--- src/rtl/rnd_pkg.sv ---
package rnd_pkg;

  typedef enum logic [1:0] {
    RM_NEAR = 2'b00,
    RM_ZERO = 2'b01,
    RM_POS  = 2'b10,
    RM_NEG  = 2'b11
  } round_mode_e;

  typedef struct packed {
    logic inexact;
    logic incr;
    logic to_inf;
  } round_dec_t;

endpackage

--- src/rtl/rnd_reset_sync.sv ---
module rnd_reset_sync #(
  parameter int STAGES = 2
) (
  input  logic clk,
  input  logic rst_n,
  output logic rst_n_sync
);

  logic [STAGES-1:0] sync_q;

  always_ff @(posedge clk or negedge rst_n) begin
    if (!rst_n) begin
      sync_q <= '0;
    end else begin
      sync_q <= {sync_q[STAGES-2:0], 1'b1};
    end
  end

  assign rst_n_sync = sync_q[STAGES-1];

endmodule

--- src/rtl/rnd_decide.sv ---
module rnd_decide
  import rnd_pkg::*;
(
  input  logic       guard_bit,
  input  logic       round_bit,
  input  logic       sticky_bit,
  input  logic       new_lsb,
  input  logic       sign_bit,
  input  logic [1:0] mode,
  output round_dec_t dec
);

  logic any_lost;

  assign any_lost = guard_bit | round_bit | sticky_bit;

  always_comb begin
    dec.inexact = any_lost;
    dec.incr    = 1'b0;
    dec.to_inf  = 1'b1;
    case (round_mode_e'(mode))
      RM_ZERO: begin
        dec.incr   = 1'b0;
        dec.to_inf = 1'b0;
      end
      RM_POS: begin
        dec.incr   = any_lost & ~sign_bit;
        dec.to_inf = ~sign_bit;
      end
      RM_NEG: begin
        dec.incr   = any_lost & sign_bit;
        dec.to_inf = sign_bit;
      end
      default: begin
        dec.incr   = guard_bit & (round_bit | sticky_bit | new_lsb);
        dec.to_inf = 1'b1;
      end
    endcase
  end

endmodule

--- src/rtl/rnd_incr.sv ---
module rnd_incr #(
  parameter int WIDTH = 64,
  parameter int CHUNK = 16
) (
  input  logic [WIDTH-1:0] val_in,
  input  logic             cin,
  output logic [WIDTH-1:0] val_out,
  output logic             cout
);

  localparam int NCHUNK = WIDTH / CHUNK;

  logic [NCHUNK:0] carry;

  assign carry[0] = cin;

  for (genvar c = 0; c < NCHUNK; c++) begin : g_chunk
    logic [CHUNK-1:0] seg;
    logic             all_ones;
    assign seg      = val_in[c*CHUNK +: CHUNK];
    assign all_ones = &seg;
    assign val_out[c*CHUNK +: CHUNK] = seg + {{(CHUNK-1){1'b0}}, carry[c]};
    assign carry[c+1] = carry[c] & all_ones;
  end

  assign cout = carry[NCHUNK];

endmodule

--- src/rtl/mant_round_unit.sv ---
module mant_round_unit
  import rnd_pkg::*;
#(
  parameter int MANT_W = 64,
  parameter int CHUNK  = 16
) (
  input  logic              clk,
  input  logic              rst_n,
  input  logic              in_valid,
  input  logic [MANT_W+1:0] mant_in,
  input  logic              sticky_in,
  input  logic              sign_in,
  input  logic [1:0]        mode_in,
  output logic              out_valid,
  output logic [MANT_W-1:0] mant_out,
  output logic              carry_out,
  output logic              inexact,
  output logic              rounded_up,
  output logic              ovf_to_inf
);

  localparam int IN_W = MANT_W + 2;

  logic              rst_n_int;
  logic [MANT_W-1:0] shifted;
  round_dec_t        dec;
  logic [MANT_W-1:0] sum;
  logic              sum_cout;

  logic              valid_d;
  logic [MANT_W-1:0] mant_d;
  logic              carry_d, inexact_d, up_d, inf_d;

  rnd_reset_sync #(.STAGES(2)) u_rst (
    .clk       (clk),
    .rst_n     (rst_n),
    .rst_n_sync(rst_n_int)
  );

  assign shifted = mant_in[IN_W-1:2];

  rnd_decide u_dec (
    .guard_bit (mant_in[1]),
    .round_bit (mant_in[0]),
    .sticky_bit(sticky_in),
    .new_lsb   (shifted[0]),
    .sign_bit  (sign_in),
    .mode      (mode_in),
    .dec       (dec)
  );

  rnd_incr #(.WIDTH(MANT_W), .CHUNK(CHUNK)) u_inc (
    .val_in (shifted),
    .cin    (dec.incr),
    .val_out(sum),
    .cout   (sum_cout)
  );

  // next-state: load on accepted input, otherwise hold
  always_comb begin
    valid_d   = in_valid;
    mant_d    = mant_out;
    carry_d   = carry_out;
    inexact_d = inexact;
    up_d      = rounded_up;
    inf_d     = ovf_to_inf;
    if (in_valid) begin
      mant_d    = sum;
      carry_d   = sum_cout;
      inexact_d = dec.inexact;
      up_d      = dec.incr;
      inf_d     = dec.to_inf;
    end
  end

  always_ff @(posedge clk or negedge rst_n_int) begin
    if (!rst_n_int) begin
      out_valid  <= 1'b0;
      mant_out   <= '0;
      carry_out  <= 1'b0;
      inexact    <= 1'b0;
      rounded_up <= 1'b0;
      ovf_to_inf <= 1'b0;
    end else begin
      out_valid  <= valid_d;
      mant_out   <= mant_d;
      carry_out  <= carry_d;
      inexact    <= inexact_d;
      rounded_up <= up_d;
      ovf_to_inf <= inf_d;
    end
  end

endmodule

--- config.mk ---
export PLATFORM = sky130hd
export DESIGN_NAME = mant_round_unit
export DESIGN_NICKNAME = d
export VERILOG_FILES = /design/src/rtl/rnd_pkg.sv /design/src/rtl/rnd_reset_sync.sv /design/src/rtl/rnd_decide.sv /design/src/rtl/rnd_incr.sv /design/src/rtl/mant_round_unit.sv
export SDC_FILE = /design/constraint.sdc
export NUM_CORES = 1
export LEC_CHECK = 0
export BUFFER_PORTS_ARGS = -buffer_cell sky130_fd_sc_hd__buf_2
export CORE_ASPECT_RATIO = 1.2
export CORE_MARGIN = 2
export CORE_UTILIZATION = 40
export CTS_BUF_LIST = sky130_fd_sc_hd__clkbuf_8
export CTS_CLUSTER_SIZE = 12
export DETAILED_ROUTE_END_ITERATION = 12
export HOLD_SLACK_MARGIN = 0.12
export PLACE_DENSITY = 0.67
export SETUP_SLACK_MARGIN = 0.05
export SLEW_MARGIN = 20
export SYNTH_ARGS = -nofsm -noshare
export SYNTH_HDL_FRONTEND = slang
export SYNTH_SLANG_ARGS = --single-unit
--- constraint.sdc ---
create_clock -name clk -period 2.6 [get_ports clk]
set_input_delay 0.13 -clock clk [delete_from_list [all_inputs] [get_ports clk]]
set_output_delay 0.13 -clock clk [all_outputs]
set_load 0.01 [all_outputs]
* Word level (Yosys, flattened, before mapping)
Index checks and enable logic that the tools add are counted.
Word-level totals: output and inout port bits 69, bits in registers 71, memory bits (read-only) 0, memory bits (writable) 0, bits in latches 0, logic and storage cells 31, memories 0, input bits 73
Operators by class: reduce and logical (&&, ||, !) cells 4, $add $sub $neg 4, magnitude comparators 0, multiplexer cells 1, $mul 0, shifts and indexed selects 0, bitwise logic cells 12, div/mod/pow operators 0, eq/ne operators 3
Operators with widths (number):
- 16-bit by 1-bit adder with 16-bit output | 4
- 16-bit AND reduction | 4
- 1-bit bitwise AND | 7
- 2-bit case mux with 3 select lines | 1
- 2-bit == test, second input constant | 2
- 1-bit bitwise OR | 4
- 2-bit by 1-bit == test with 1-bit output, second input constant | 1
- 1-bit NOT | 1

* Logic depth before layout (Yosys ltp)
Gate-level depths: netlist (run 1).
depth in word-level cells 8, gate-level depth with buffers 10, mapped depth without buffers 10

* Modules after synthesis
From an unflattened synthesis (run 1), not the netlist that was laid out.
Unflattened totals: cells, all modules 329, area total of the unflattened synthesis 3956.3 um^2
Modules (own cells, without submodules):
- mant_round_unit | cells an instance 145, area an instance 2640.0 um^2, seq. area each 1726.7 um^2, instances 1
- rnd_incr | cells an instance 174, area an instance 1199.9 um^2, seq. area each 0.0 um^2, instances 1
- rnd_decide | cells an instance 7, area an instance 62.6 um^2, seq. area each 0.0 um^2, instances 1
- rnd_reset_sync | cells an instance 3, area an instance 53.8 um^2, seq. area each 50.0 um^2, instances 1

* Least setup slack after synthesis (run 1)
No wires, ideal clock.
path kind input-to-reg, from input port mode_in[1], to register mant_out[46], setup slack 85 ps, library setup time 82 ps, data arrival time 2433 ps, stages on the path 10, buffers on the path 0, required time 2518 ps, cell sequence or3b_1 > o32ai_1 > nand4_1 > and4b_1 > ha_1 > ha_1 > nand2_1 > or4_1 > or3_1 > a31oi_1
RTL lines:
- start, declared | line mant_round_unit.sv:13 | input logic [1:0] mode_in,
- end signal, assigned | line mant_round_unit.sv:86 | mant_out <= mant_d;
- end, declared | line mant_round_unit.sv:15 | output logic [MANT_W-1:0] mant_out,

* Final worst setup path (run 1)
from input port mant_in[27], to register mant_out[46]
On the way: word-level cells in the longest chain between the ends 3
RTL lines:
- start, declared | line mant_round_unit.sv:10 | input logic [MANT_W+1:0] mant_in,
- 16-bit AND reduction | line rnd_incr.sv:21 | assign all_ones = &seg;
- 1-bit bitwise AND | line rnd_incr.sv:23 | assign carry[c+1] = carry[c] & all_ones;
- 16-bit by 1-bit adder with 16-bit output | line rnd_incr.sv:22 | assign val_out[c*CHUNK +: CHUNK] = seg + {{(CHUNK-1){1'b0}}, carry[c]};
No other way between the ends. A chain may end at the register's enable or synchronous reset.

==> summary.md, run 1 <==
| Metric | Value |
|---|---|
| Status | `finished, final reports clean` |
| R2r worst-path depth | `0` |
| Yosys top cell area share | `0.470` |
| Ant diodes | `0` |
| Busiest grt layer | `met2` |
| Fin util | `0.597` |
| Clock Latency Late Sink | `340 ps` |
| Multi-input combinational cell area | `1980 µm²` |
| Die width | `92.8 µm` |
| Hold endpoint | `mant_out[21]$_DFFE_PN0P_` |
| Sequential share of the synthesized area | `0.470` |
| Placed cell count | `677` |
| Met2 usage | `0.328` |
| Period utilisation layout | `0.940` |
| Place WS | `-114 ps` |
| Setup crit end kind | `flip-flop` |
| Post-synth cell types | `30` |
| #FFs+latches synth | `71` |
| CTS clock-pin slew for the worst setup and hold paths | `80 ps` |
| Inserted Clock Buffers | `9` |
| Height of the die | `111 µm` |
| Mux contribution to synthesized area | `0.0268` |
| Max-Cap Viols | `0` |
| Final setup viols | `0` |
| Syn Area/Cell | `9.18 µm²` |
| Final hold viol count | `0` |
| Worst Setup Slack, final | `157 ps` |
| Share of layout cells above drive strength 1 | `0.342` |
| Synth Area in Simple Gates | `0.234` |
| Initial antenna violation count | `0` |
| Core Area | `9130 µm²` |
| Worst R2R Start | `u_rst.sync_q[1]$_DFF_PN0_` |
| Warnings, synthesis | `0` |
| Routed WL per cell | `14.1 µm` |
| Crit path DAT | `2710 ps` |
| Pins Over Slew Limit | `0` |
| GR Util met1 | `0.242` |
| GR Layer Usage met3 | `0.0450` |
| Via count | `3701` |
| Static leakage | `2.40 nW` |
| Design Area, Final | `5450 µm²` |
| Power Dens Cells | `492 nW/µm²` |
| Layout fillers | `833` |
| Max VDD drop | `0.000309 V` |
| Overall global routing resource usage | `0.196` |
| DRC Markers | `0` |
| Nets@finish | `690` |
| Starting density of the core | `0.414` |
| CTS Sinks | `71` |
| Synth Instances | `412` |
| Detail Route Antenna Nets | `0` |
| Least-Margin Pin Slew | `913 ps` |
| Root Buffer | `clkbuf_8` |
| Largest net degree at the start of global routing | `70` |
| RSZ-0062 raised after global routing | `yes` |
| Relative slew slack | `0.391` |
| First-pass GRT wire length | `16200 µm` |
| Critical Path Start Type | `input pin` |
| Final min period | `2440 ps` |
| Storage cell area | `1780 µm²` |
| Main combinational cell family by area after synthesis | `simple AND/OR/NAND/NOR gates` |
| Total grt overflow | `0` |
| Gpl congestion | `0.861` |
| Number of port buffers | `141` |
| Worst Hold Class | `in -> reg` |
| CTS tree | `yes` |
| Post-Synth XOR/XNOR Area | `0.125` |
| Row cnt | `38` |
| R2r endpoint | `mant_out[48]$_DFFE_PN0P_` |
| Non-Filler Instances | `734` |
| Clk buf depth | `2` |
| CP Class | `in -> reg` |
| Critical path data required time | `2870 ps` |
| Post-Syn Area | `3780 µm²` |
| Synth area leader | `dfrtp_1` |
| 1st-iter DRT viols | `150` |
| Placed cell areas | `4740 µm²` |
| Hold path depth | `3` |
| Max Freq | `0.409 GHz` |
| Synth Area in Compound Gates | `0.0890` |
| Syn_nets | `493` |
| Crit Path Max Fanout | `3` |
| Worst Hold Launch | `mant_in[23]` |
| R2R setup slack | `1540 ps` |
| Vias in the first global route | `3474` |
| Vias per std cell | `5.04` |
| Top post-synthesis cells by area | `dfrtp_1 47%, xnor2_1 8.3%, nor2_1 7.1%` |
| CTS HTree Levels | `3` |
| Adder-Cell Fraction of Synth Area | `0.0265` |
| Synth-to-Final Area Change | `44.0%` |
| I/O pins | `142` |
| DR pass1 iterations | `5` |
| Die footprint | `10300 µm²` |
| Final HPWL DP | `7150 µm` |
| Drt total wl | `10300 µm` |
| Setup Skew | `5.79 ps` |
| Worst hold slack | `143 ps` |
==> per-stage QoR <==
| stage | TNS (ps) | power (mW) |
|---|---|---|
| after floorplan | 0 | 1.52 |
| after global placement | -43.9 | 1.76 |
| after detailed placement | -331 | 1.77 |
| after CTS | 0 | 2.69 |
| after global routing | 0 | 2.84 |
| final | 0 | 2.68 |
==> placed cells by master (no fill, tap or decap), types with 2 or more instances in the layout <==
master	n
a31oi_1	3
nand2b_1	2
nand3_1	20
o21ai_0	2
nand2_1	17
inv_1	14
nand4b_1	2
nand2_2	3
and2_1	2
xnor2_1	36
and4_1	3
dlygate4sd3_1	27
xor2_1	18
nor3_1	14
ha_1	6
buf_4	27
buf_2	136
dlymetal6s4s_1	8
buf_6	4
nor2_1	68
dfrtp_1	70
a21oi_1	53
nand3_2	3
nor4_1	10
nand4_1	19
nand4_4	2
clkbuf_8	10
o311ai_1	2
mux2_2	9
nor4_2	3
or3_1	3
nor2_2	3
clkinv_2	3
==> synth_stat cells, drive strengths merged <==
cell type  number
a21o            1
a21oi          53
a31oi           3
and2            2
and4            3
and4b           1
buf             6
clkbuf         10
conb            1
dfrtp          71
ha              8
inv            12
mux2            9
nand2          20
nand2b          2
nand3          23
nand4          21
nand4b          2
nor2           72
nor3           14
nor4           13
o21ai           2
o311ai          2
o32ai           2
or3             3
or3b            1
or4             1
xnor2          36
xor2           18
==> kinds of logic after synthesis <==
group / Yosys count
buffers and inverters: 28
adders and majority gates: 8
xor gates and xnor gates: 54
DFF: 71
muxes: 9
other: 1
AOI/OAI and AO/OA: 63
and+or+nand+nor: 178
==> repair_timing <==
action                                  4_1_cts  5_1_grt
hold buffers                                 35        0
resized for setup                             0       36
endpoints found under the hold margin        35        0
setup buffers                                 0        6
endpoints found under the setup margin        0       12
==> worst max-delay path by stage <==
stage                            from  slack, ps  cells past startpoint                        to
after global placement     mode_in[1]        -40                     11  mant_out[46]$_DFFE_PN0P_
final                     mant_in[27]        160                     11  mant_out[46]$_DFFE_PN0P_
after detailed placement   mode_in[1]       -110                     11  mant_out[46]$_DFFE_PN0P_
after CTS                 mant_in[47]         70                     11  mant_out[63]$_DFFE_PN0P_
after global routing      mant_in[40]         30                     11  mant_out[63]$_DFFE_PN0P_
after floorplan            mode_in[1]         80                     10  mant_out[46]$_DFFE_PN0P_
==> layer usage <==
| layer | wire, µm | vias to the layer above | part of all wire |
|---|---|---|---|
| li1 | - | 1836 | - |
| met1 | 4340 | 1730 | 0.42 |
| met2 | 5260 | 112 | 0.51 |
| met3 | 496 | 23 | 0.048 |
| met4 | 235 | 0 | 0.023 |
| met5 | 0 | - | 0 |
==> power breakdown <==
group	leakage, nW	switching (mW)	internal [mW]
logic	1.49	0.279	0.255
registers	0.801	0.0726	1.21
clock network	0.108	0.414	0.458
total	2.40	0.765	1.92
==> sequential cells by signal, summed over array words and instances (netlist names) <==
signal	cells
rounded_up	1
inexact	1
u_rst.sync_q	2
out_valid	1
mant_out	64
carry_out	1
ovf_to_inf	1
==> critical path, stage by stage <==
cell	delay (ps)
dlygate4sd3_1	520
buf_2	130
nand4_1	130
nor2_2	160
and4b_1	220
ha_2	210
ha_4	140
nand2_2	50
or4_4	500
or3_1	350
a31oi_1	160
==> cell type report <==
class,instances,area share
clock buffer,10,0.0253
clock inverter,6,0.00964
sequential,71,0.327
timing repair buffer,202,0.238
multi-input combinational,313,0.364
inverter,12,0.00827
tap,120,0.0276
No activity file was read; power rests on OpenSTA's default activity.
==> inputs of run 2 (changes only) <==
Settings changed: SYNTH_HIERARCHICAL from default to 1.
==> run 2 against run 1 <==
Area after synthesis grew 4.6%. Core utilization fell by 6.3 points. Total power rose by 6.8%. Combinational power shrank 5.1%. Design area decreased by 6.4%. Critical path type unchanged. Wire length decreased by 15%. Synthesized cell count shrank 20%. Clock power is 23% higher. Setup slack gained 140 ps. Via count down 18%. Sequential power hardly changed.
==> summary.md, run 2 <==
| Metric | Value |
|---|---|
| Status | `finished, final reports clean` |
| Core Area | `9560 µm²` |
| Clk buf depth | `2` |
| Row cnt | `39` |
| Synth-to-Final Area Change | `29.0%` |
| Placed cell count | `594` |
| Final setup viols | `0` |
| Max Freq | `0.435 GHz` |
| Post-CTS Hold Fix Bufs | `2` |
| Worst Hold Class | `in -> reg` |
| Top post-synthesis cells by area | `dfrtp_1 45%, mux2_2 14%, xnor2_1 8.2%` |
| Post-Syn Area | `3960 µm²` |
| Register with the most flip-flops | `mant_out` |
| Most common cell in the netlist | `dfrtp_1` |
| Relative slew slack | `0.415` |
| Final min period | `2300 ps` |
| CTS tree | `yes` |
| Detail Route Antenna Nets | `0` |
| Non-Filler Instances | `612` |
| Gpl congestion | `0.801` |
| Critical Path Start Type | `input pin` |
| Crit Path Max Fanout | `4` |
| Routed WL per cell | `14.4 µm` |
| Power Dens Cells | `562 nW/µm²` |
| Starting density of the core | `0.414` |
| R2R setup slack | `1570 ps` |
| Setup Skew | `7.33 ps` |
| Worst hold slack | `163 ps` |
| CTS clock-pin slew for the worst setup and hold paths | `80 ps` |
| Most frequent cells in the layout | `140 x buf_2, 70 x dfrtp_1, 48 x mux2_2` |
| Syn_nets | `411` |
| R2r worst-path depth | `0` |
| Regs by FF count | `mant_out (64), u_rst/sync_q (2)` |
| Inserted Clock Buffers | `9` |
| Root Buffer | `clkbuf_8` |
| Height of the die | `113 µm` |
| Initial antenna violation count | `0` |
| Final hold viol count | `0` |
| Hold path depth | `3` |
| Number of port buffers | `141` |
| Top FF cell, synth | `dfrtp_1` |
| Final HPWL DP | `6760 µm` |
| Period utilisation layout | `0.885` |
| I/O pins | `142` |
| Vias per std cell | `4.95` |
| Drt total wl | `8800 µm` |
| R2r endpoint | `carry_out$_DFFE_PN0P_` |
| Nets@finish | `566` |
| First-pass GRT wire length | `14300 µm` |
| Static leakage | `2.41 nW` |
| Post-synth EDFFs | `0` |
| Max VDD drop | `0.000341 V` |
| Via count | `3032` |
| Asr flop ratio synth | `1.00` |
| RSZ-0062 raised after global routing | `no` |
| Pins Over Slew Limit | `0` |
| 1st-iter DRT viols | `64` |
| CTS Sinks | `71` |
| Least-Margin Pin Slew | `878 ps` |
| Largest register FFs | `64` |
| Hold endpoint | `mant_out[52]$_DFFE_PN0P_` |
| Overall global routing resource usage | `0.169` |
| Warnings, synthesis | `6` |
| Worst Hold Launch | `mant_in[54]` |
| Most common library cells after synthesis | `71 x dfrtp_1, 48 x mux2_2, 37 x xnor2_1` |
| Ant diodes | `0` |
| Setup crit end kind | `flip-flop` |
| Largest net degree at the start of global routing | `70` |
| Die width | `94.8 µm` |
| #FFs+latches synth | `71` |
| Synth area leader | `dfrtp_1` |
| Vias in the first global route | `3092` |
| Post-CTS setup buffers | `0` |
| Die footprint | `10700 µm²` |
| CP Class | `in -> reg` |
| CTS HTree Levels | `3` |
| Crit path DAT | `2520 ps` |
| Cts repair resizes | `0` |
| Critical path data required time | `2820 ps` |
| Max-Cap Viols | `0` |
| DRC Markers | `0` |
| Total grt overflow | `0` |
| Crit path launch | `mode_in[0]` |
| Worst R2R Start | `u_rst/sync_q[1]$_DFF_PN0_` |
| Post-synth cell types | `37` |
| Yosys top cell area share | `0.449` |
| Most common cell after layout, fill and taps aside | `buf_2` |
| DR pass1 iterations | `4` |
| Syn Area/Cell | `12.0 µm²` |
| Sequential share of the synthesized area | `0.449` |
| Synth Instances | `329` |
| Share of layout cells above drive strength 1 | `0.513` |
| Clock Latency Late Sink | `330 ps` |
| Setup TNS Final | `0 ps` |
[run 2: power breakdown]
group	total, mW	internal (mW)	switching, mW
logic	0.506	0.274	0.233
clock network	1.07	0.660	0.408
registers	1.29	1.22	0.0757
total	2.87	2.15	0.716
[run 2: layout make-up]
class	count	area, µm²
clock inverters	6	108
fillers	901	4460
repair buffers	155	831
inverters	5	18.8
well taps	123	154
flip-flops and latches	71	1780
clock buffers	10	138
multi-input cells	242	2070
[run 2: per-layer routing]
| layer | GRT usage | vias to the layer above | part of all wire |
|---|---|---|---|
| met4 | 0.0570 | 0 | 0.011 |
| met3 | 0.0473 | 8 | 0.067 |
| met1 | 0.207 | 1460 | 0.43 |
| met2 | 0.286 | 91 | 0.49 |
| met5 | 0 | - | 0 |
| li1 | - | 1473 | - |
[run 2: logic make-up after synthesis]
logic type / synth area share
other: 0.000948
muxes: 0.213
AOI/OAI and AO/OA: 0.00759
adders and majority gates: 0.0285
and+or+nand+nor: 0.151
xor gates and xnor gates: 0.124
DFF: 0.449
buffers and inverters: 0.0269
[run 2: critical path, cell delays in order]
cell and delay (ps):
buf_2 100, a21bo_2 190, o2111a_1 200, nand4_1 110
nor2_1 220, nand4_2 150, inv_1 80, ha_1 160
ha_1 180, inv_1 40, or3_1 450, nor2_1 170
xor2_1 90, mux2_4 250
[run 2: stage by stage]
stage                     cell area [µm²]  utilization  power [mW]  setup slack [ps]
after floorplan                      3960            -        1.58               255
after global placement               4840        0.506        1.81              20.1
after detailed placement             4840        0.506        1.83             -54.0
after CTS                            5100        0.533        2.92               308
after global routing                 5100        0.533        3.03               100
final                                5100        0.533        2.87               300
[run 2: worst max path at each step]
stage | cells after the start | endpoint
after floorplan | 12 | mant_out[30]$_DFFE_PN0P_
after global placement | 13 | mant_out[30]$_DFFE_PN0P_
after detailed placement | 13 | mant_out[42]$_DFFE_PN0P_
after CTS | 14 | mant_out[42]$_DFFE_PN0P_
after global routing | 14 | mant_out[62]$_DFFE_PN0P_
final | 14 | mant_out[42]$_DFFE_PN0P_
==> inputs of run 3 (changes only) <==
Settings changed: RECOVER_POWER from default to 25.
==> run 3 against run 2 <==
Clock skew barely moved. Critical path type unchanged. Largest power group unchanged. Critical path depth did not move. Total power fell by 0.57%. Core utilization fell by 0.65 points. Hold slack improved by 1.1 ps. Non-clock buffer count did not move. First-iteration DRC count rose by 6.3%. Die area did not move. Setup slack got worse by 3.3 ps. Critical endpoint unchanged.
==> summary.md, run 3 (same netlist as run 2, synthesis figures left out) <==
| Metric | Value |
|---|---|
| Routed WL per cell | `14.5 µm` |
| 1st-iter DRT viols | `68` |
| CTS Sinks | `71` |
| Nets@finish | `566` |
| Die width | `94.8 µm` |
| R2R setup slack | `1570 ps` |
| Setup crit end kind | `flip-flop` |
| Critical Path Start Type | `input pin` |
| R2r endpoint | `carry_out$_DFFE_PN0P_` |
| Worst path max stage delay | `450 ps` |
| Worst R2R Start | `u_rst/sync_q[1]$_DFF_PN0_` |
| Die footprint | `10700 µm²` |
| First-pass GRT wire length | `14300 µm` |
| Core Area | `9560 µm²` |
| Gpl congestion | `0.801` |
| Cts repair resizes | `0` |
| Clock Latency Late Sink | `330 ps` |
| CTS HTree Levels | `3` |
| Final min period | `2300 ps` |
| Starting density of the core | `0.414` |
| Critical path data required time | `2820 ps` |
| Register with the most flip-flops | `mant_out` |
| Period utilisation layout | `0.886` |
| Overall global routing resource usage | `0.169` |
| Synth-to-Final Area Change | `27.4%` |
| Crit Path Max Fanout | `4` |
| Worst Setup Slack, final | `296 ps` |
| CP Class | `in -> reg` |
| DR pass1 iterations | `4` |
| Crit path DAT | `2520 ps` |
| Design Area, Final | `5040 µm²` |
| Setup Skew | `7.63 ps` |
| Setup TNS Final | `0 ps` |
| CTS clock-pin slew for the worst setup and hold paths | `80 ps` |
| Ant diodes | `0` |
| Max Freq | `0.434 GHz` |
| Root Buffer | `clkbuf_8` |
| Worst Hold Launch | `mant_in[54]` |
| Initial antenna violation count | `0` |
| Largest net degree at the start of global routing | `70` |
| Number of port buffers | `141` |
| Post-CTS setup buffers | `0` |
| Vias per std cell | `4.98` |
| Hold endpoint | `mant_out[52]$_DFFE_PN0P_` |
| Placed cell areas | `4840 µm²` |
| Total grt overflow | `0` |
| I/O pins | `142` |
| Least-Margin Pin Slew | `1320 ps` |
| Vias in the first global route | `3092` |
| Status | `finished, final reports clean` |
| Power Dens Cells | `565 nW/µm²` |
| Detail Route Antenna Nets | `0` |
| Row cnt | `39` |
| WP depth | `14` |
| Height of the die | `113 µm` |
| Via count | `3047` |
| Most common cell after layout, fill and taps aside | `buf_2` |
| Worst-path cell chain | `buf_2 > a21bo_2 > o2111a_1 > nand4_1 > nor2_1 > nand4_2 > inv_1 > ha_1 > ha_1 > inv_1 > or3_1 > nor2_1 > xor2_1 > mux2_4` |
| Slowest stage cell, crit path | `or3_1` |
| Drt total wl | `8840 µm` |
| Final HPWL DP | `6760 µm` |
| Final hold viol count | `0` |
| CTS tree | `yes` |
| Most frequent cells in the layout | `92 x buf_2, 70 x dfrtp_1, 48 x mux2_2, 48 x clkbuf_1, 37 x xnor2_1` |
| Inserted Clock Buffers | `9` |
| Place WS | `-54.0 ps` |
| Worst Hold Class | `in -> reg` |
| Buffers & Inverters on Critical Path | `3` |
| Hold path depth | `3` |
| Worst hold slack | `164 ps` |
| Power, Total | `2.85 mW` |
| Max-Cap Viols | `0` |
| Share of layout cells above drive strength 1 | `0.415` |
| Clk buf depth | `2` |
| Static leakage | `2.28 nW` |
| R2r worst-path depth | `0` |
| DRC Markers | `0` |
| Pins Over Slew Limit | `0` |
| RSZ-0062 raised after global routing | `no` |
| Largest register FFs | `64` |
| Relative slew slack | `0.118` |
| Regs by FF count | `mant_out (64), u_rst/sync_q (2)` |
| Final setup viols | `0` |
| CP delay by family, top | `simple AND/OR/NAND/NOR gates` |
| Max VDD drop | `0.000336 V` |
## run 3: routing by layer
layer	global-route usage	wire [µm]	share of wire	vias up
li1	-	-	-	1470
met1	0.207	3750	0.42	1470
met2	0.286	4370	0.49	99
met3	0.0473	633	0.072	8
met4	0.0570	92	0.010	0
met5	0	0	0	-
## run 3: repair_timing
| item | 4_1_cts | 5_1_grt |
|---|---|---|
| endpoints found under the setup margin | 0 | 0 |
| hold buffers | 2 | 0 |
| hold endpoints to repair | 2 | 0 |
## run 3: how the worst max path moves through the flow
stage	endpoint	start
floorplan	mant_out[30]$_DFFE_PN0P_	mode_in[0]
global placement	mant_out[30]$_DFFE_PN0P_	mode_in[0]
detailed placement	mant_out[42]$_DFFE_PN0P_	mant_in[20]
CTS	mant_out[42]$_DFFE_PN0P_	mode_in[0]
global route	mant_out[62]$_DFFE_PN0P_	mode_in[0]
finish	mant_out[42]$_DFFE_PN0P_	mode_in[0]
## run 3: tightest hold or removal path: stages
cell	delay [ps]
buf_2	90
xnor2_1	110
mux2_4	130
## run 3: final cells by class
cell class / instances / area [µm²]
Sequential cell: 71 / 1780
Timing Repair Buffer: 155 / 768
Clock buffer: 10 / 138
Multi-Input combinational cell: 242 / 2070
Clock inverter: 6 / 108
Inverter: 5 / 18.8
Tap cell: 123 / 154
Fill cell: 908 / 4520
## run 3: metrics by stage
step            util  instances
4_1_cts        0.533        612
3_3_place_gp   0.506        594
6_report       0.527        612
2_1_floorplan      -        329
5_1_grt        0.527        612
3_5_place_dp   0.506        594
## run 3: power by group
| group | internal [mW] | total [mW] | switching (mW) |
|---|---|---|---|
| Sequential | 1.22 | 1.29 | 0.0779 |
| Combinational | 0.254 | 0.488 | 0.234 |
| Clock | 0.660 | 1.07 | 0.408 |
